**src/rtl/pxpk_pkg.sv**
```systemverilog
package pxpk_pkg;
   typedef enum logic [1:0] {
      PK_RGB15 = 2'd0,
      PK_YUV2  = 2'd1,
      PK_TEST  = 2'd2,
      PK_GREY4 = 2'd3
   } pk_fmt_e;

   // lanes a word holds, minus one
   function automatic logic [1:0] last_lane(input pk_fmt_e f);
      case (f)
         PK_RGB15, PK_YUV2: last_lane = 2'd1;
         PK_TEST:           last_lane = 2'd0;
         default:           last_lane = 2'd3;
      endcase
   endfunction
endpackage

```
**src/rtl/pxpk_fill.sv**
```systemverilog
module pxpk_fill
   import pxpk_pkg::*;
#(
   parameter int COMP_W = 8,
   localparam int WORD_W = 4 * COMP_W
) (
   input  pk_fmt_e             fmt,
   input  logic                chroma_tc,
   output logic [WORD_W-1:0]   fill_word
);
   localparam logic [COMP_W-1:0] MID  = COMP_W'(1) << (COMP_W - 1);
   localparam logic [COMP_W-1:0] ZERO = '0;

   logic [COMP_W-1:0] c_fill;
   assign c_fill = chroma_tc ? ZERO : MID;

   always_comb begin
      case (fmt)
         PK_YUV2:  fill_word = {ZERO, c_fill, ZERO, c_fill};
         PK_GREY4: fill_word = '1;
         default:  fill_word = '0;
      endcase
   end
endmodule

```
**src/rtl/pxpk_packer.sv**
```systemverilog
module pxpk_packer
   import pxpk_pkg::*;
#(
   parameter int COMP_W = 8,
   parameter int RGB_W  = 5,
   localparam int WORD_W = 4 * COMP_W,
   localparam int HALF_W = 2 * COMP_W
) (
   input  logic               clk,
   input  logic               rst_n,
   input  pk_fmt_e            fmt,
   input  logic               chroma_tc,
   input  logic               keep,
   input  logic               eol,
   input  logic               key,
   input  logic [COMP_W-1:0]  r,
   input  logic [COMP_W-1:0]  g,
   input  logic [COMP_W-1:0]  b,
   input  logic [COMP_W-1:0]  y,
   input  logic [COMP_W-1:0]  u,
   input  logic [COMP_W-1:0]  v,
   output logic               wr_en,
   output logic [WORD_W-1:0]  wr_word
);
   generate
      if (1 + 3 * RGB_W != HALF_W) begin : g_bad_rgb
         $error("pxpk_packer: key plus three RGB fields must fill a half word");
      end
      if (RGB_W > COMP_W) begin : g_bad_trunc
         $error("pxpk_packer: RGB field wider than component");
      end
   endgenerate

   logic [1:0]         lane_q;
   logic               odd_q;
   logic [WORD_W-1:0]  acc_q;
   logic [WORD_W-1:0]  fill_w;
   logic [WORD_W-1:0]  base_w;
   logic [WORD_W-1:0]  ins_w;
   logic [HALF_W-1:0]  rgb_half;
   logic [HALF_W-1:0]  yuv_half;
   logic [WORD_W-1:0]  grey_w;
   logic               word_done;
   logic               emit;

   pxpk_fill #(.COMP_W(COMP_W)) u_fill (
      .fmt       (fmt),
      .chroma_tc (chroma_tc),
      .fill_word (fill_w)
   );

   // a fresh word starts out holding the fill pattern
   assign base_w   = (lane_q == 2'd0) ? fill_w : acc_q;
   assign rgb_half = {key, r[COMP_W-1 -: RGB_W], g[COMP_W-1 -: RGB_W], b[COMP_W-1 -: RGB_W]};
   assign yuv_half = {y, (lane_q == 2'd0) ? u : v};

   genvar k;
   generate
      for (k = 0; k < 4; k++) begin : g_grey_lane
         assign grey_w[WORD_W-1-k*COMP_W -: COMP_W] =
            (lane_q == 2'(k)) ? y : base_w[WORD_W-1-k*COMP_W -: COMP_W];
      end
   endgenerate

   always_comb begin
      ins_w = base_w;
      case (fmt)
         PK_RGB15: begin
            if (lane_q == 2'd0) ins_w[WORD_W-1 -: HALF_W] = rgb_half;
            else                ins_w[HALF_W-1:0]         = rgb_half;
         end
         PK_YUV2: begin
            if (lane_q == 2'd0) ins_w[WORD_W-1 -: HALF_W] = yuv_half;
            else                ins_w[HALF_W-1:0]         = yuv_half;
         end
         PK_TEST:  ins_w = {y, odd_q ? v : u, {HALF_W{1'b0}}};
         default:  ins_w = grey_w;
      endcase
   end

   assign word_done = keep && (lane_q == last_lane(fmt));
   assign emit      = word_done || (eol && (keep || lane_q != 2'd0));

   always_ff @(posedge clk or negedge rst_n) begin
      if (!rst_n) begin
         lane_q  <= '0;
         odd_q   <= 1'b0;
         acc_q   <= '0;
         wr_en   <= 1'b0;
         wr_word <= '0;
      end else begin
         wr_en <= emit;
         if (emit) wr_word <= keep ? ins_w : base_w;
         if (emit || eol) begin
            lane_q <= '0;
         end else if (keep) begin
            lane_q <= lane_q + 2'd1;
            acc_q  <= ins_w;
         end
         if (eol)       odd_q <= 1'b0;
         else if (keep) odd_q <= ~odd_q;
      end
   end

   // every line end returns the lane position to zero
   p_line_restart_r6: assert property (@(posedge clk) disable iff (!rst_n)
      eol |=> (lane_q == 2'd0 && !odd_q));
   // a pixel closing a line always produces a word
   p_close_word_r5: assert property (@(posedge clk) disable iff (!rst_n)
      (eol && keep) |=> wr_en);
   // a test-format pixel is never held back
   p_test_word_r3: assert property (@(posedge clk) disable iff (!rst_n)
      (keep && fmt == PK_TEST) |=> wr_en);
endmodule

```
**src/rtl/pxpk_queue.sv**
```systemverilog
module pxpk_queue #(
   parameter int WIDTH = 32,
   parameter int DEPTH = 16,
   localparam int AW   = $clog2(DEPTH),
   localparam int HALF = DEPTH / 2
) (
   input  logic              clk,
   input  logic              rst_n,
   input  logic              wr_en,
   input  logic [WIDTH-1:0]  wr_data,
   input  logic              rd_en,
   output logic [WIDTH-1:0]  rd_data,
   output logic              empty,
   output logic              half,
   output logic              ovf
);
   generate
      if ((1 << AW) != DEPTH || DEPTH < 2) begin : g_bad_depth
         $error("pxpk_queue: DEPTH must be a power of two of at least 2");
      end
   endgenerate

   logic [WIDTH-1:0] mem [DEPTH];
   logic [AW-1:0]    wp_q, rp_q;
   logic [AW:0]      cnt_q;
   logic             full, push, pop;

   assign full  = (cnt_q == (AW+1)'(DEPTH));
   assign empty = (cnt_q == '0);
   assign half  = (cnt_q >= (AW+1)'(HALF));
   assign push  = wr_en && !full;
   assign pop   = rd_en && !empty;

   always_ff @(posedge clk) begin
      if (push) mem[wp_q] <= wr_data;
   end

   always_ff @(posedge clk or negedge rst_n) begin
      if (!rst_n) begin
         wp_q    <= '0;
         rp_q    <= '0;
         cnt_q   <= '0;
         rd_data <= '0;
         ovf     <= 1'b0;
      end else begin
         if (push) wp_q <= wp_q + 1'b1;
         if (pop) begin
            rp_q    <= rp_q + 1'b1;
            rd_data <= mem[rp_q];
         end
         case ({push, pop})
            2'b10:   cnt_q <= cnt_q + 1'b1;
            2'b01:   cnt_q <= cnt_q - 1'b1;
            default: cnt_q <= cnt_q;
         endcase
         if (wr_en && full) ovf <= 1'b1;
      end
   end

   // occupancy never exceeds capacity
   p_no_overflow_r9: assert property (@(posedge clk) disable iff (!rst_n)
      cnt_q <= (AW+1)'(DEPTH));
   // overflow flag is sticky
   p_ovf_sticky_r9: assert property (@(posedge clk) disable iff (!rst_n)
      ovf |=> ovf);
   // a read of an empty queue leaves the data alone
   p_empty_read_r10: assert property (@(posedge clk) disable iff (!rst_n)
      (rd_en && empty) |=> $stable(rd_data));
   // a lone accepted write grows occupancy by one
   p_count_step_r7: assert property (@(posedge clk) disable iff (!rst_n)
      (wr_en && !full && !rd_en) |=> (cnt_q == $past(cnt_q) + 1'b1));
endmodule

```
**src/rtl/pxpk_top.sv**
```systemverilog
module pxpk_top
   import pxpk_pkg::*;
#(
   parameter int COMP_W = 8,
   parameter int RGB_W  = 5,
   parameter int DEPTH  = 16,
   localparam int WORD_W = 4 * COMP_W
) (
   input  logic               clk,
   input  logic               rst_n,
   input  logic [1:0]         fmt_sel,
   input  logic               chroma_tc,
   input  logic               pix_keep,
   input  logic               line_last,
   input  logic               pix_key,
   input  logic [COMP_W-1:0]  pix_r,
   input  logic [COMP_W-1:0]  pix_g,
   input  logic [COMP_W-1:0]  pix_b,
   input  logic [COMP_W-1:0]  pix_y,
   input  logic [COMP_W-1:0]  pix_u,
   input  logic [COMP_W-1:0]  pix_v,
   input  logic               rd_en,
   output logic [WORD_W-1:0]  rd_data,
   output logic               q_empty,
   output logic               q_half,
   output logic               q_ovf
);
   logic              pk_wr;
   logic [WORD_W-1:0] pk_word;
   pk_fmt_e           fmt;

   assign fmt = pk_fmt_e'(fmt_sel);

   pxpk_packer #(.COMP_W(COMP_W), .RGB_W(RGB_W)) u_pack (
      .clk       (clk),
      .rst_n     (rst_n),
      .fmt       (fmt),
      .chroma_tc (chroma_tc),
      .keep      (pix_keep),
      .eol       (line_last),
      .key       (pix_key),
      .r         (pix_r),
      .g         (pix_g),
      .b         (pix_b),
      .y         (pix_y),
      .u         (pix_u),
      .v         (pix_v),
      .wr_en     (pk_wr),
      .wr_word   (pk_word)
   );

   pxpk_queue #(.WIDTH(WORD_W), .DEPTH(DEPTH)) u_q (
      .clk     (clk),
      .rst_n   (rst_n),
      .wr_en   (pk_wr),
      .wr_data (pk_word),
      .rd_en   (rd_en),
      .rd_data (rd_data),
      .empty   (q_empty),
      .half    (q_half),
      .ovf     (q_ovf)
   );

   // half flag never raised while the queue is empty
   p_half_vs_empty_r8: assert property (@(posedge clk) disable iff (!rst_n)
      !(q_half && q_empty));
endmodule

```
**config.mk**
```make
export PLATFORM = sky130hd
export DESIGN_NAME = pxpk_top
export DESIGN_NICKNAME = d
export VERILOG_FILES = /design/src/rtl/pxpk_pkg.sv /design/src/rtl/pxpk_fill.sv /design/src/rtl/pxpk_packer.sv /design/src/rtl/pxpk_queue.sv /design/src/rtl/pxpk_top.sv
export SDC_FILE = /design/constraint.sdc
export NUM_CORES = 1
export LEC_CHECK = 0
export BUFFER_PORTS_ARGS = -buffer_cell sky130_fd_sc_hd__buf_4
export CORE_AREA = 2 2 243 245
export CTS_CLUSTER_SIZE = 30
export DETAILED_ROUTE_END_ITERATION = 10
export DIE_AREA = 0 0 245 247
export HOLD_SLACK_MARGIN = 0.12
export PLACE_DENSITY = 0.61
export SLEW_MARGIN = 10
export SYNTH_ARGS = -nofsm -noshare
export SYNTH_HDL_FRONTEND = slang
export SYNTH_SLANG_ARGS = --single-unit
```
**constraint.sdc**
```tcl
create_clock -name clk -period 5.05 [get_ports clk]
set_clock_uncertainty 0.2 [all_clocks]
set_input_delay 0.7575 -clock clk [delete_from_list [all_inputs] [get_ports clk]]
set_output_delay 0.7575 -clock clk [all_outputs]
set_load 0.03 [all_outputs]
```
## Yosys cells after proc, flatten, opt, wreduce, memory -nomap -nowiden

Memory sizes are Yosys's and may differ from the RTL's. A register that Yosys moved wholly into a read port is not among the register bits.
Index checks and enable logic that the tools add are counted.

| word-level totals | value |
|---|---|
| register bits after elaboration | 82 |
| bits in latches | 0 |
| bits in writable memories | 512 |
| memory bits (read-only) | 0 |
| input port bits | 57 |
| output and inout bits | 35 |
| memories kept | 1 |

Memories:

| name | depth | width | rd ports | clocked after Yosys merged registers in | write ports | RTL line | source |
|---|---|---|---|---|---|---|---|
| u_q.mem | 16 | 32 | 1 | 1 | 1 | pxpk_queue.sv:23 | `logic [WIDTH-1:0] mem [DEPTH];` |

| operators by class | value |
|---|---|
| add/sub/neg operators | 5 |
| multiply operators | 0 |
| div/mod/pow operators | 0 |
| magnitude comparators | 1 |
| equal/unequal tests | 10 |
| shifts and indexed selects | 0 |
| multiplexer cells | 23 |
| bitwise gates (word level) | 2 |
| reduce and logical (&&, ||, !) cells | 20 |

Operator list:

| operator | number |
|---|---|
| case mux 32 bit (3 select lines) | 1 |
| 2-to-1 mux 16 bit | 4 |
| 2-to-1 mux 32 bit | 2 |
| case mux 32 bit (2 select lines) | 1 |
| 2-to-1 mux 8 bit | 7 |
| equality test 2 bit, second input constant | 5 |
| case mux 5 bit (2 select lines) | 1 |
| adder 4 x 1 -> 4 bit, second input constant | 2 |
| nonzero test 2 bit | 4 |
| equality test 2 x 1 -> 1 bit, second input constant | 3 |
| adder 5 x 1 -> 5 bit, second input constant | 1 |
| equality test 5 bit, second input constant | 1 |
| greater-or-equal comparator 5 x 4 -> 1 bit, second input constant | 1 |
| logical AND 1 bit | 5 |
| zero test 5 bit | 1 |
| subtractor 5 x 1 -> 5 bit, second input constant | 1 |
| zero test 2 bit | 2 |
| 2-to-1 mux 1 bit | 4 |
| 2-to-1 mux 2 bit | 2 |
| case mux 2 bit (2 select lines) | 1 |
| zero test 1 bit | 3 |
| logical OR 1 bit | 3 |
| adder 2 x 1 -> 2 bit, second input constant | 1 |
| equality test 2 bit | 1 |
| 3 further kinds | 4 |

## Longest topological paths before layout

| logic depth | value |
|---|---|
| depth after elaboration | 9 |
| depth in mapped cells | 11 |
| gate-level depth less buffers | 11 |

## Hierarchy

Synthesis repeated with hierarchy kept, for this count alone.

| second synthesis, totals | value |
|---|---|
| cell total of the unflattened synthesis | 1548 |
| area, all modules | 26474.1 µm² |

Modules (own cells, without submodules):

| module | instances | cells each | area each (µm²) | sequential area each (µm²) |
|---|---|---|---|---|
| pxpk_queue | 1 | 943 | 21155.3 | 16525.8 |
| pxpk_packer | 1 | 572 | 5074.9 | 1701.6 |
| pxpk_fill | 1 | 33 | 244.0 | 0.0 |

## Least setup slack after synthesis

OpenSTA, ideal clock, no wires.

| path | value |
|---|---|
| path kind | flip-flop to flip-flop |
| from | register u_q.cnt_q[0] |
| to | memory u_q.mem[3][0] (enable) |
| setup time | 0.461 ns |
| arrival | 3.173 ns |
| setup slack | 1.216 ns |
| stages on the path, launching flop included | 5 |
| clock period less this slack | 3.834 ns |
| cell sequence | dfrtp_1 -> nor4_1 -> a21boi_2 -> nand2_1 -> nor3_1 |

| on the way | value |
|---|---|
| cells in the longest elaborated chain, start to end | 5 |

Ends and longest elaborated chain:

| what | RTL line | source |
|---|---|---|
| start, declared | pxpk_queue.sv:25 | `logic [AW:0] cnt_q;` |
| start signal, assigned | pxpk_queue.sv:52 | `2'b10: cnt_q <= cnt_q + 1'b1;` |
| start signal, assigned | pxpk_queue.sv:53 | `2'b01: cnt_q <= cnt_q - 1'b1;` |
| start signal, assigned | pxpk_queue.sv:54 | `default: cnt_q <= cnt_q;` |
| equality test 5 bit | pxpk_queue.sv:28 | `assign full = (cnt_q == (AW+1)'(DEPTH));` |
| zero test 1 bit | pxpk_queue.sv:31 | `assign push = wr_en && !full;` |
| logical AND 1 bit | pxpk_queue.sv:31 |  |
| 2-to-1 mux 1 bit | pxpk_queue.sv:35 | `if (push) mem[wp_q] <= wr_data;` |
| 2-to-1 mux 1 bit (not written as such) | pxpk_queue.sv:35 |  |
| end, declared | pxpk_queue.sv:23 |  |

Every way passes these cells.

## Worst setup path in the final report

| path | value |
|---|---|
| from | register u_q.cnt_q[0] |
| to | register u_q.cnt_q[4] |

| on the way | value |
|---|---|
| cells in the longest elaborated chain, start to end | 5 |
| elaborated cells on any way between the ends | 12 |

Ends and longest elaborated chain:

| what | RTL line | source |
|---|---|---|
| zero test 5 bit * | pxpk_queue.sv:29 | `assign empty = (cnt_q == '0);` |
| zero test 1 bit * | pxpk_queue.sv:32 | `assign pop = rd_en && !empty;` |
| logical AND 1 bit * | pxpk_queue.sv:32 |  |
| named net u_q.pop | pxpk_queue.sv:26 | `logic full, push, pop;` |
| equality test 2 x 1 -> 1 bit or equality test 2 bit (tied branches) | pxpk_queue.sv:51 | `case ({push, pop})` |
| case mux 5 bit (2 select lines) or nonzero test 2 bit (tied branches) | - |  |

The timed path passes the listed nets; every way through them passes the cells marked *.
A chain may end at the register's enable or synchronous reset.

==> results <==
- The worst setup path is launched from a register.
- The die covers 0.0605 mm².
- The post-detailed-placement half-perimeter wirelength is 35600 µm.
- After filler insertion, the fill cell instance count of the layout stands at 4746.
- Synthesis handed over a netlist of 1493 instances.
- The class of the most critical setup path is register to register.
- Across every metal layer, demand over resource in global routing totals 20.0%.
- The minimum clock period after layout is 3050 ps.
- The critical path goes through or4_4, o21ai_4, inv_2, ha_1, ha_1, nor2b_1, o21ai_0, a21oi_1, or3b_1, xnor2_1.
- Setup repair after global routing left no endpoint under its margin.
- The cell area after placement is 0.0272 mm².
- Counting flops with a built-in enable in the synthesized netlist gives 512.
- For the pin with the worst max-slew slack, the measured transition is 1180 ps.
- The number of global-route vias before repair is 14500.
- The layout net count is 1657.
- The area growth from synthesis to layout is 14.5%.
- The worst relative slew slack is 20.8%.
- The largest family of logic cells by synthesized area is multiplexers.
- The number of buffers inserted to repair setup after CTS is 0.
- The die is 245 µm wide.
- For the worst setup path, the data arrival time is 3310 ps.
- Port buffering added 82 buffers.
- The placer's final routability congestion estimate is 0.805.
- The tool flagged a number of max-cap violations equal to 0.
- The cell at the slowest stage of the critical path is or4_4.
- For this run, the number of Yosys warnings is 0.
- TritonCTS built the clock tree.
- For this configuration, the core starts out at a cell density of 44.2%.
- The root buffer cell chosen for the clock tree is clkbuf_16.
- Of the available clock period, the critical path in the final layout requires 60.4%.
- The initial detailed-routing violation count is 1012.
- The global-route wire length before repair is 90000 µm.
- The parity-gate share of the synthesized area counting xor and xnor cells is 0.375%.
- The post-synthesis simple-gate area fraction is 4.27%.
- The count of nets left with antenna violations once routing finished came out at 0.
- The die is 247 µm tall.
- For this run, the leading register cell type out of synthesis is edfxtp_1.
- The count of distinct cell types in the synthesized netlist is 56.
- TritonCTS created 68 clock buffers.
- CTS saw 626 sinks.
- The largest stage delay on the critical path is 550 ps.
- The power dissipated by switching net loads is 5.05 mW.
- The fraction of synthesized area in multiplexers is 14.3%.
- Summed over its instances, the top area cell type makes up 59.8% of the synthesized netlist area.
- Across the whole layout, storage elements account for 0.0182 mm².
- The static leakage is 10.1 nW.
- 0 antenna diodes ended up in the layout.
- The number of max-slew violations in the final report came to 0.
- The timing-limited maximum frequency is 0.328 GHz.
- The endpoint type of the worst setup path is a register.
- In the routed design, unresolved DRC markers number 0.
- After floorplanning, the core was sized to cover 0.0582 mm².
- After synthesis, the cell types taking the most area are edfxtp_1 60%, mux4_2 11%, dfrtp_1 11%, mux2i_1 2.3%, nand2_1 2.0%.
- The routed wirelength normalized by instance count is 24.3 µm.
- Of the total power, combinational logic draws 24.9%.
- The tightest min-delay check is of the input port to register type.
- Synthesis inferred 626 register bits.
- The adder-cell share of the synthesized area is 0.710%.
- Adding up every negative setup slack in the final design gives 0 ps.
- The H-tree generated during clock tree synthesis spans 3 levels.
- For this run the aggregate overflow at the end of global routing stands at 0.
- After synthesis, the share of flip-flops with an asynchronous set or reset is 18.2%.
- Dividing total power by cell area gives a power density of 554 mW/mm².
- The cell type contributing the most total cell area after synthesis is edfxtp_1.
- After the flow finishes, the layout carries non-filler instances totaling 2414.
- The number of nets produced by synthesis is 1564.
- The post-detailed-routing wire length is 58800 µm.
- Using the TritonRoute via totals, the vias-per-cell ratio works out to 5.75.
- Counting instances in the post-synthesis netlist gives the leading cell types as 512 x edfxtp_1, 135 x nand2_1, 128 x mux4_2.
- The clock network accounts for 29.8% of the total power.
- The compound-cell area share of the yosys netlist is 7.19%.
- The most common cell in the synthesized netlist is edfxtp_1.
- Hold is met by 164 ps.
- The insertion delay of the later-clocked pin in the worst-skew pair is 600 ps.
- Sequential cells burn 45.3% of the power.
- The cell row count is 89.
- On the critical path the largest part of the delay comes from simple AND/OR/NAND/NOR gates.
- The multi-input logic area is 0.00702 mm².
- The sequential fraction of the synthesis area is 70.9%.
- Together, buffers and inverters on the worst path number 1.
- The worst-case IR drop observed on VDD is 0.276 mV.
- The initial antenna violation count came to 0.
- The number of endpoints with negative hold slack in the final report is 0.
- The final cell area excluding filler cells is 0.0294 mm².
- The run finished with clean final reports.
- Setup violations remaining at the end of the flow were counted as 0.
- The number of top-level design ports is 92.
- The detailed-router iteration count before antenna repair is 5.
- The total instance count after detailed placement is 2288.
- The clock passes through at most 3 buffers.
- Clock-pin slew was measured on the worst setup and hold paths at 60 ps.
- Internal power comes to 11.3 mW.
- Entering global routing, the biggest net connects 88 pins.
- Of all nets on the critical path, the largest fanout is 5.
- Counting stages on the worst path, the most repeated cell is ha_1.
- The per-instance average area after synthesis is 17.2 µm².
- The data required time at the worst endpoint is 5310 ps.
- The routed layout has 13900 vias.
- After clock tree synthesis, the repair step resized 0 gates.
- In this run the cell area of the synthesized design comes to 0.0257 mm².
- Cells with a size suffix above 1 make up 24.8% of the layout.
- The share of total power consumed by net switching is 31.0%.
[kinds of logic (layout without fill, tap and decap cells)]
group / count (synthesis) / after routing
flip-flops: 626 / 626
AO/OA/AOI/OAI: 277 / 277
AND/OR/NAND/NOR: 245 / 245
multiplexers: 204 / 204
buffers and inverters: 116 / 264
adder cells (fa/ha/maj): 14 / 14
XOR/XNOR: 11 / 11
[worst paths after layout]
kind | start | to | slack, ps | cells past startpoint
setup reg to reg | u_q.cnt_q[0] | u_q.cnt_q[4] | 2000 | 10
max in group asynchronous | rst_n | u_q.rp_q[2] | 3000 | 3
min in group asynchronous | rst_n | u_pack.wr_word[23] | 630 | 2
hold / removal | line_last | u_pack.odd_q | 160 | 2
setup / recovery | u_q.cnt_q[0] | u_q.cnt_q[4] | 2000 | 10
hold reg to reg | u_q.ovf | u_q.ovf | 280 | 1
[placed cells by master, fill, tap and decap left out, types with 14 or more instances in the layout]
master	count
clkinv_2	15
a21oi_1	45
o21ai_1	71
nand2b_1	20
edfxtp_1	512
clkbuf_16	70
mux4_2	128
a31oi_1	14
a22oi_1	16
nand2_1	135
o21ai_0	20
mux2i_1	58
o221ai_1	31
dfrtp_1	111
buf_4	120
a311oi_1	14
nor2_1	36
[timing repair]
action                                 CTS  global route
hold buffers                             1             0
setup endpoints to repair                0             0
endpoints found under the hold margin   75             0
[metal layers]
layer	up-vias	wire [µm]	global-route usage (%)
met1	7229	25100	26.5
li1	6171	-	-
met2	396	29300	34.0
met4	0	1260	6.28
met3	87	3110	3.39
met5	-	0	0
[area by class of cell]
type                            instances  share of cell area [%]
Sequential cell                       626                    61.9
Tap cell                              773                    3.29
Clock buffer                           84                    6.23
Clock inverter                         41                    1.24
Inverter                               15                   0.191
Multi-Input combinational cell        751                    23.8
Timing Repair Buffer                  124                    3.27
[stage by stage]
stage | util [%] | power (mW) | worst slack (ps)
after detailed placement | 46.8 | 11.7 | 1970
after floorplan | - | 10.2 | 1220
after CTS | 50.5 | 16.5 | 1980
after global placement | 46.8 | 11.6 | 1980
after global routing | 50.5 | 17.1 | 1770
final | 50.5 | 16.3 | 2000
[sequential cells by signal, summed over array words and instances, names as in the netlist, 2 cells and up]
signal and count:
u_q.mem 512, u_pack.acc_q 32, u_pack.wr_word 32, u_q.rd_data 32
u_q.cnt_q 5, u_q.rp_q 4, u_q.wp_q 4, u_pack.lane_q 2
[power by group through the flow]
stage	Combinational, mW	Clock (mW)	Sequential, mW
2_1_floorplan	2.95	0	7.24
3_3_place_gp	4.11	0	7.46
3_5_place_dp	4.15	0	7.52
4_1_cts	4.15	4.98	7.42
5_1_grt	4.41	5.17	7.53
6_report	4.06	4.86	7.40
(Power assumes the default switching activity.)
